===== config.mk =====
export PLATFORM = sky130hd
export DESIGN_NAME = bcd_calendar_clock
export DESIGN_NICKNAME = d
export VERILOG_FILES = /design/src/rtl/bcd_cal_pkg.sv /design/src/rtl/bcd_wrap_counter.sv /design/src/rtl/bcd_hour_counter.sv /design/src/rtl/bcd_date_counter.sv /design/src/rtl/bcd_calendar_clock.sv
export SDC_FILE = /design/constraint.sdc
export NUM_CORES = 1
export LEC_CHECK = 0
export BUFFER_PORTS_ARGS = -buffer_cell sky130_fd_sc_hd__buf_2
export CORE_AREA = 2 2 95 97
export DETAILED_ROUTE_END_ITERATION = 7
export DIE_AREA = 0 0 97 99
export PLACE_DENSITY = 0.83
export SETUP_SLACK_MARGIN = 0.15
export SKIP_CTS_REPAIR_TIMING = 1
export SLEW_MARGIN = 10
export SYNTH_ARGS = -nofsm -noshare
export SYNTH_HDL_FRONTEND = slang
export SYNTH_SLANG_ARGS = --single-unit
export TNS_END_PERCENT = 100

===== constraint.sdc =====
create_clock -name clk -period 4.25 [get_ports clk]
set_input_delay 0.425 -clock clk [delete_from_list [all_inputs] [get_ports clk]]
set_output_delay 0.425 -clock clk [all_outputs]
set_load 0.02 [all_outputs]

===== src/rtl/bcd_cal_pkg.sv =====
`timescale 1ns/1ps
package bcd_cal_pkg;
  localparam int REG_W  = 8;
  localparam int NREGS  = 8;
  localparam int ADDR_W = $clog2(NREGS);
  localparam int NWRAP  = 4;

  typedef logic [REG_W-1:0] byte_t;

  // Simple wrapping counters: hundredths, seconds, minutes, year
  localparam byte_t WRAP_LIM [NWRAP] = '{8'h99, 8'h59, 8'h59, 8'h99};
  localparam byte_t WRAP_MSK [NWRAP] = '{8'hFF, 8'h7F, 8'h7F, 8'hFF};
  localparam int    WRAP_IDX [NWRAP] = '{0, 1, 2, 7};

  localparam byte_t HOUR_MSK  = 8'hBF;
  localparam byte_t DAY_MSK   = 8'h27;
  localparam byte_t DATE_MSK  = 8'h3F;
  localparam byte_t MONTH_MSK = 8'h1F;
  localparam int    HALT_BIT  = 5;

  typedef struct packed {
    logic  carry;
    byte_t val;
  } hour_step_t;

  function automatic byte_t bcd_inc(input byte_t v);
    if (v[3:0] >= 4'd9) return {v[7:4] + 4'd1, 4'd0};
    return {v[7:4], v[3:0] + 4'd1};
  endfunction

  // Divisible by 4: even tens need units 0/4/8, odd tens need units 2/6
  function automatic logic leap_year(input byte_t y);
    if (y[4]) return (y[3:0] == 4'd2) || (y[3:0] == 4'd6);
    return (y[3:0] == 4'd0) || (y[3:0] == 4'd4) || (y[3:0] == 4'd8);
  endfunction

  function automatic byte_t month_last(input byte_t m, input byte_t y);
    case (m)
      8'h02:                      return leap_year(y) ? 8'h29 : 8'h28;
      8'h04, 8'h06, 8'h09, 8'h11: return 8'h30;
      default:                    return 8'h31;
    endcase
  endfunction

  function automatic hour_step_t hour_next(input byte_t h);
    hour_step_t r;
    byte_t      t;
    r.carry = 1'b0;
    r.val   = h & HOUR_MSK;
    if (h[7]) begin
      if (h[4:0] == 5'h12) begin
        r.val = {h[7], 1'b0, h[5], 5'h01};
      end else if (h[4:0] == 5'h11) begin
        r.val   = {h[7], 1'b0, ~h[5], 5'h12};
        r.carry = h[5];
      end else begin
        t     = bcd_inc({3'b000, h[4:0]});
        r.val = {h[7], 1'b0, h[5], t[4:0]};
      end
    end else begin
      if (h[5:0] == 6'h23) begin
        r.val   = 8'h00;
        r.carry = 1'b1;
      end else begin
        t     = bcd_inc({2'b00, h[5:0]});
        r.val = {2'b00, t[5:0]};
      end
    end
    return r;
  endfunction
endpackage


===== src/rtl/bcd_wrap_counter.sv =====
`timescale 1ns/1ps
module bcd_wrap_counter
  import bcd_cal_pkg::*;
#(
  parameter byte_t LIMIT = 8'h99,
  parameter byte_t MASK  = 8'hFF
) (
  input  logic  clk,
  input  logic  rst_n,
  input  logic  step,
  input  logic  wr,
  input  byte_t wr_val,
  output byte_t value,
  output logic  carry
);
  byte_t q;

  assign carry = step && (q == LIMIT);
  assign value = q;

  always_ff @(posedge clk) begin
    if (!rst_n)      q <= '0;
    else if (wr)     q <= wr_val & MASK;
    else if (carry)  q <= '0;
    else if (step)   q <= bcd_inc(q);
  end
endmodule


===== src/rtl/bcd_hour_counter.sv =====
`timescale 1ns/1ps
module bcd_hour_counter
  import bcd_cal_pkg::*;
(
  input  logic  clk,
  input  logic  rst_n,
  input  logic  step,
  input  logic  wr,
  input  byte_t wr_val,
  output byte_t value,
  output logic  day_carry
);
  byte_t      q;
  hour_step_t nxt;

  assign nxt       = hour_next(q);
  assign day_carry = step && nxt.carry;
  assign value     = q;

  always_ff @(posedge clk) begin
    if (!rst_n)     q <= '0;
    else if (wr)    q <= wr_val & HOUR_MSK;
    else if (step)  q <= nxt.val;
  end
endmodule


===== src/rtl/bcd_date_counter.sv =====
`timescale 1ns/1ps
module bcd_date_counter
  import bcd_cal_pkg::*;
(
  input  logic       clk,
  input  logic       rst_n,
  input  logic       step,
  input  logic [2:0] wr,       // [0] day, [1] date, [2] month
  input  byte_t      wr_val,
  input  byte_t      year,
  output byte_t      day,
  output byte_t      date,
  output byte_t      month,
  output logic       halt,
  output logic       month_step,
  output logic       year_carry
);
  byte_t day_q, date_q, month_q;
  byte_t last_date;
  logic  dow_wrap;

  assign last_date  = month_last(month_q, year);
  assign dow_wrap   = (day_q[2:0] == 3'd7);
  assign month_step = step && (date_q == last_date);
  assign year_carry = month_step && (month_q == 8'h12);

  always_ff @(posedge clk) begin
    if (!rst_n) begin
      day_q   <= 8'h01;
      date_q  <= 8'h01;
      month_q <= 8'h01;
    end else begin
      if (wr[0])     day_q <= wr_val & DAY_MSK;
      else if (step) day_q <= {day_q[7:3], dow_wrap ? 3'd1 : day_q[2:0] + 3'd1};

      if (wr[1])            date_q <= wr_val & DATE_MSK;
      else if (month_step)  date_q <= 8'h01;
      else if (step)        date_q <= bcd_inc(date_q);

      if (wr[2])            month_q <= wr_val & MONTH_MSK;
      else if (year_carry)  month_q <= 8'h01;
      else if (month_step)  month_q <= bcd_inc(month_q);
    end
  end

  assign day   = day_q;
  assign date  = date_q;
  assign month = month_q;
  assign halt  = day_q[HALT_BIT];
endmodule


===== src/rtl/bcd_calendar_clock.sv =====
`timescale 1ns/1ps
module bcd_calendar_clock
  import bcd_cal_pkg::*;
(
  input  logic              clk,
  input  logic              rst_n,
  input  logic              tick,
  input  logic              wr_en,
  input  logic [ADDR_W-1:0] wr_addr,
  input  logic [REG_W-1:0]  wr_data,
  input  logic [ADDR_W-1:0] rd_addr,
  output logic [REG_W-1:0]  rd_data
);
  logic [NREGS-1:0] wr_sel;
  logic             halt;
  logic             run_tick;
  logic             day_step;
  logic             month_step;
  logic             year_step;

  byte_t wc_val   [NWRAP];
  logic  wc_carry [NWRAP];
  logic  wc_step  [NWRAP];

  byte_t hund_q, sec_q, min_q, hour_q, day_q, date_q, month_q, year_q;

  always_comb begin
    wr_sel = '0;
    if (wr_en) wr_sel[wr_addr] = 1'b1;
  end

  assign run_tick = tick && !halt;

  // Step sources: chain for first three, month rollover for year
  assign wc_step[0] = run_tick;
  assign wc_step[1] = wc_carry[0];
  assign wc_step[2] = wc_carry[1];
  assign wc_step[3] = year_step;

  generate
    for (genvar i = 0; i < NWRAP; i++) begin : g_wrap
      bcd_wrap_counter #(
        .LIMIT (WRAP_LIM[i]),
        .MASK  (WRAP_MSK[i])
      ) u_cnt (
        .clk    (clk),
        .rst_n  (rst_n),
        .step   (wc_step[i]),
        .wr     (wr_sel[WRAP_IDX[i]]),
        .wr_val (wr_data),
        .value  (wc_val[i]),
        .carry  (wc_carry[i])
      );
    end
  endgenerate

  assign hund_q = wc_val[0];
  assign sec_q  = wc_val[1];
  assign min_q  = wc_val[2];
  assign year_q = wc_val[3];

  bcd_hour_counter u_hour (
    .clk       (clk),
    .rst_n     (rst_n),
    .step      (wc_carry[2]),
    .wr        (wr_sel[3]),
    .wr_val    (wr_data),
    .value     (hour_q),
    .day_carry (day_step)
  );

  bcd_date_counter u_date (
    .clk        (clk),
    .rst_n      (rst_n),
    .step       (day_step),
    .wr         (wr_sel[6:4]),
    .wr_val     (wr_data),
    .year       (year_q),
    .day        (day_q),
    .date       (date_q),
    .month      (month_q),
    .halt       (halt),
    .month_step (month_step),
    .year_carry (year_step)
  );

  always_comb begin
    case (rd_addr)
      3'd0:    rd_data = hund_q;
      3'd1:    rd_data = sec_q;
      3'd2:    rd_data = min_q;
      3'd3:    rd_data = hour_q;
      3'd4:    rd_data = day_q;
      3'd5:    rd_data = date_q;
      3'd6:    rd_data = month_q;
      default: rd_data = year_q;
    endcase
  end
endmodule


==> impl_metrics.py <==
metrics = {
    "floorplanning": {
        "initial_core_util_pct": 54.1,
        "ios": 26,
        "die_w_um": 97,
        "rows": 34,
        "die_area_um2": 9600,
        "die_y_um": 99,
        "core_area_um2": 8550,
    },
    "finish": {
        "diodes": 0,
        "final_area_um2": 4970,
        "area_growth_syn_to_layout_pct": 7.46,
        "final_layout_size_suffix_gt1_share_pct": 12.8,
        "instances_no_fill": 703,
        "fin_nets": 648,
        "nFillCells": 768,
    },
    "detailed_routing": {
        "wl_mm": 13.7,
        "ant_nets": 0,
        "vias_per_cell": 6.56,
        "route.detailed.drc": 0,
        "drt-wirelength-per-cell_um": 19.4,
        "drt_iter0_markers": 341,
        "vias": 4609,
        "first_pass_iters": 5,
    },
    "place": {
        "place_ws_ns": 1.47,
        "io_buffers": 25,
        "placedCellCount": 687,
        "hpwl_mm": 9.97,
        "dpl_cell_area_um2": 4780,
        "place_congestion": 0.987,
    },
    "logic_synthesis": {
        "synthFlopType": "dfxtp_1",
        "synth-xor-area-share_pct": 2.08,
        "synth_area_um2": 4630,
        "ys_types": 71,
        "synth_nets": 640,
        "ys_warn_count": 0,
        "synth_compound_area_share_pct": 23.4,
        "synth_fa_ha_area_share_pct": 10.8,
        "yosys.area.top_type_share_pct": 25.5,
        "synth.avg_cell_area_um2": 7.95,
        "synth_edf_count": 0,
        "ys_top_cells_by_count": "nor2_1, dfxtp_1, nand2_1, ha_1",
        "synthMuxAreaShare_pct": 7.57,
        "synth_cells": 582,
        "synth.area.top_cells": "dfxtp_1, ha_1, nor2_1, nand2_1, a21oi_1",
        "ys_ff_latch": 59,
        "async_reset_ff_share_pct": 0,
        "synth_top_cell_by_area": "dfxtp_1",
        "yosys.area_share.simple_pct": 24.8,
        "ys_seq_area_share_pct": 25.5,
        "synth_top_family_by_area": "simple AND/OR/NAND/NOR gates",
        "synth.most_common_cell": "nor2_1",
    },
    "clock_network": {
        "root_buffer": "clkbuf_8",
        "clk_path_buf_depth": 2,
        "cts_tree": "yes",
        "cts.sinks": 59,
        "cts_buffers": 9,
        "clock_latency_ns": 0.35,
        "cts_max_level": 3,
        "clk_pin_slew_ns": 0.07,
    },
    "global_routing": {
        "grt_antenna_before_repair": 0,
        "grt_start_max_net_pins": 24,
        "track_usage_pct": 29.0,
        "grt-ovfl-total": 0,
        "grt_pass1_vias": 4489,
        "grt_pass1_wl_mm": 22.4,
    },
    "worst_setup_path": {
        "crit_path_end": "g_wrap[3].u_cnt.value[6]",
        "endpoint_kind": "flop",
        "worstPathRequired_ns": 4.49,
        "crit_type": "flop to flop",
        "cp.arrival_ns": 3.08,
        "reg2reg_depth": 8,
        "critPathMaxFanout": 23,
        "critPathLaunch": "g_wrap[2].u_cnt.value[0]",
        "rrSetupSlack_ns": 1.41,
        "r2r-end": "g_wrap[3].u_cnt.value[6]",
        "r2r_start": "g_wrap[2].u_cnt.value[0]",
        "cp-start-kind": "flop",
    },
    "hold_path": {
        "hold_class": "primary input to flop",
        "holdPathStages": 3,
    },
    "outcome": {
        "outcome": "complete, no violations",
    },
    "timing": {
        "tns_ns": 0,
        "max_slew_margin_pct": 37.8,
        "rsz0062_at_grt": "no",
        "worst_pin_slew_ns": 0.925,
        "fin_crit_ns": 2.84,
        "drv_slew": 0,
        "max_freq_mhz": 353,
        "skew_ns": 0.00911,
        "setup-violations-final": 0,
        "hold_viol_final": 0,
        "setup_ws_ns": 1.41,
        "fin_crit_sh_pct": 66.7,
    },
    "run": {
        "drv_cap": 0,
    },
    "power_and_ir_drop": {
        "vdd_drop_max_uv": 237,
        "p_leak_nw": 1.87,
        "pwr_density_cell_nw_per_um2": 258,
    },
}
registers in the layout, summed over array words and instances, names as in the netlist:
register	cells
g_wrap.u_cnt.value	32
u_date.date	8
u_date.day	4
u_date.month	8
u_hour.value	7
worst min path at each step:
stage,start,endpoint,slack (ns)
CTS,wr_data[7],u_hour.value[7],0.37
floorplan,u_hour.value[7],u_hour.value[7],0.47
global placement,g_wrap[2].u_cnt.value[3],g_wrap[2].u_cnt.value[3],0.51
global route,wr_data[7],u_hour.value[7],0.40
detailed placement,g_wrap[2].u_cnt.value[3],g_wrap[2].u_cnt.value[3],0.52
finish,wr_data[7],u_hour.value[7],0.38
per-layer routing:
layer,global-route usage [%],up-vias,routed length [µm]
li1,-,2149,-
met5,0,-,0
met2,49.0,209,6370
met1,35.3,2204,5380
met3,5.60,47,1210
met4,14.5,0,700
cell families (layout without fill, tap and decap cells):
kind of cell             after synthesis  count (layout)
AND/OR/NAND/NOR                      221             221
AO/OA/AOI/OAI                        159             159
buffers and inverters                 68              81
flip-flops                            59              59
adder cells (fa/ha/maj)               40              40
multiplexers                          24              24
XOR/XNOR                              11              11
layout make-up:
class,count,area (µm²),share of cell area (%)
multi-input combinational,455,3180,63.9
tap,108,135,2.72
timing repair buffer,28,148,2.97
sequential,59,1180,23.8
clock buffer,9,124,2.49
inverter,37,139,2.79
clock inverter,7,68.8,1.38
power by group:
group / leakage, nW / total (mW) / internal, mW / switching, mW
registers: 0.478 / 0.597 / 0.568 / 0.0293
clock network: 0.0950 / 0.510 / 0.268 / 0.242
logic: 1.30 / 0.174 / 0.0635 / 0.110
total: 1.87 / 1.28 / 0.899 / 0.382
layout by cell type (no fill, tap or decap), types with 11 or more instances in the layout:
cell | synthesis | layout
a21oi_1 | 37 | 37
a31oi_1 | 12 | 12
buf_2 | 2 | 25
dfxtp_1 | 59 | 59
ha_1 | 40 | 40
inv_1 | 37 | 37
nand2_1 | 51 | 51
nand2b_1 | 11 | 11
nand3_1 | 25 | 25
nor2_1 | 62 | 62
nor3_1 | 12 | 12
o211ai_1 | 12 | 12
o21ai_0 | 37 | 37
per-stage QoR:
step | power [mW] | hold slack, ns | utilization (%)
2_1_floorplan | 0.717 | 0.471 | -
3_3_place_gp | 0.772 | 0.510 | 55.9
3_5_place_dp | 0.777 | 0.516 | 55.9
4_1_cts | 1.28 | 0.367 | 58.2
5_1_grt | 1.33 | 0.396 | 58.2
6_report | 1.28 | 0.377 | 58.2
worst max-delay path: stages (launching register included):
cell and delay [ns]:
dfxtp_1 0.49, ha_1 0.23, nand4_1 0.08, or3_1 0.41
nor3_4 0.30, o2111ai_4 0.39, o31ai_4 0.43, nor2_1 0.09
a311o_1 0.32
(Power assumes the default switching activity.)
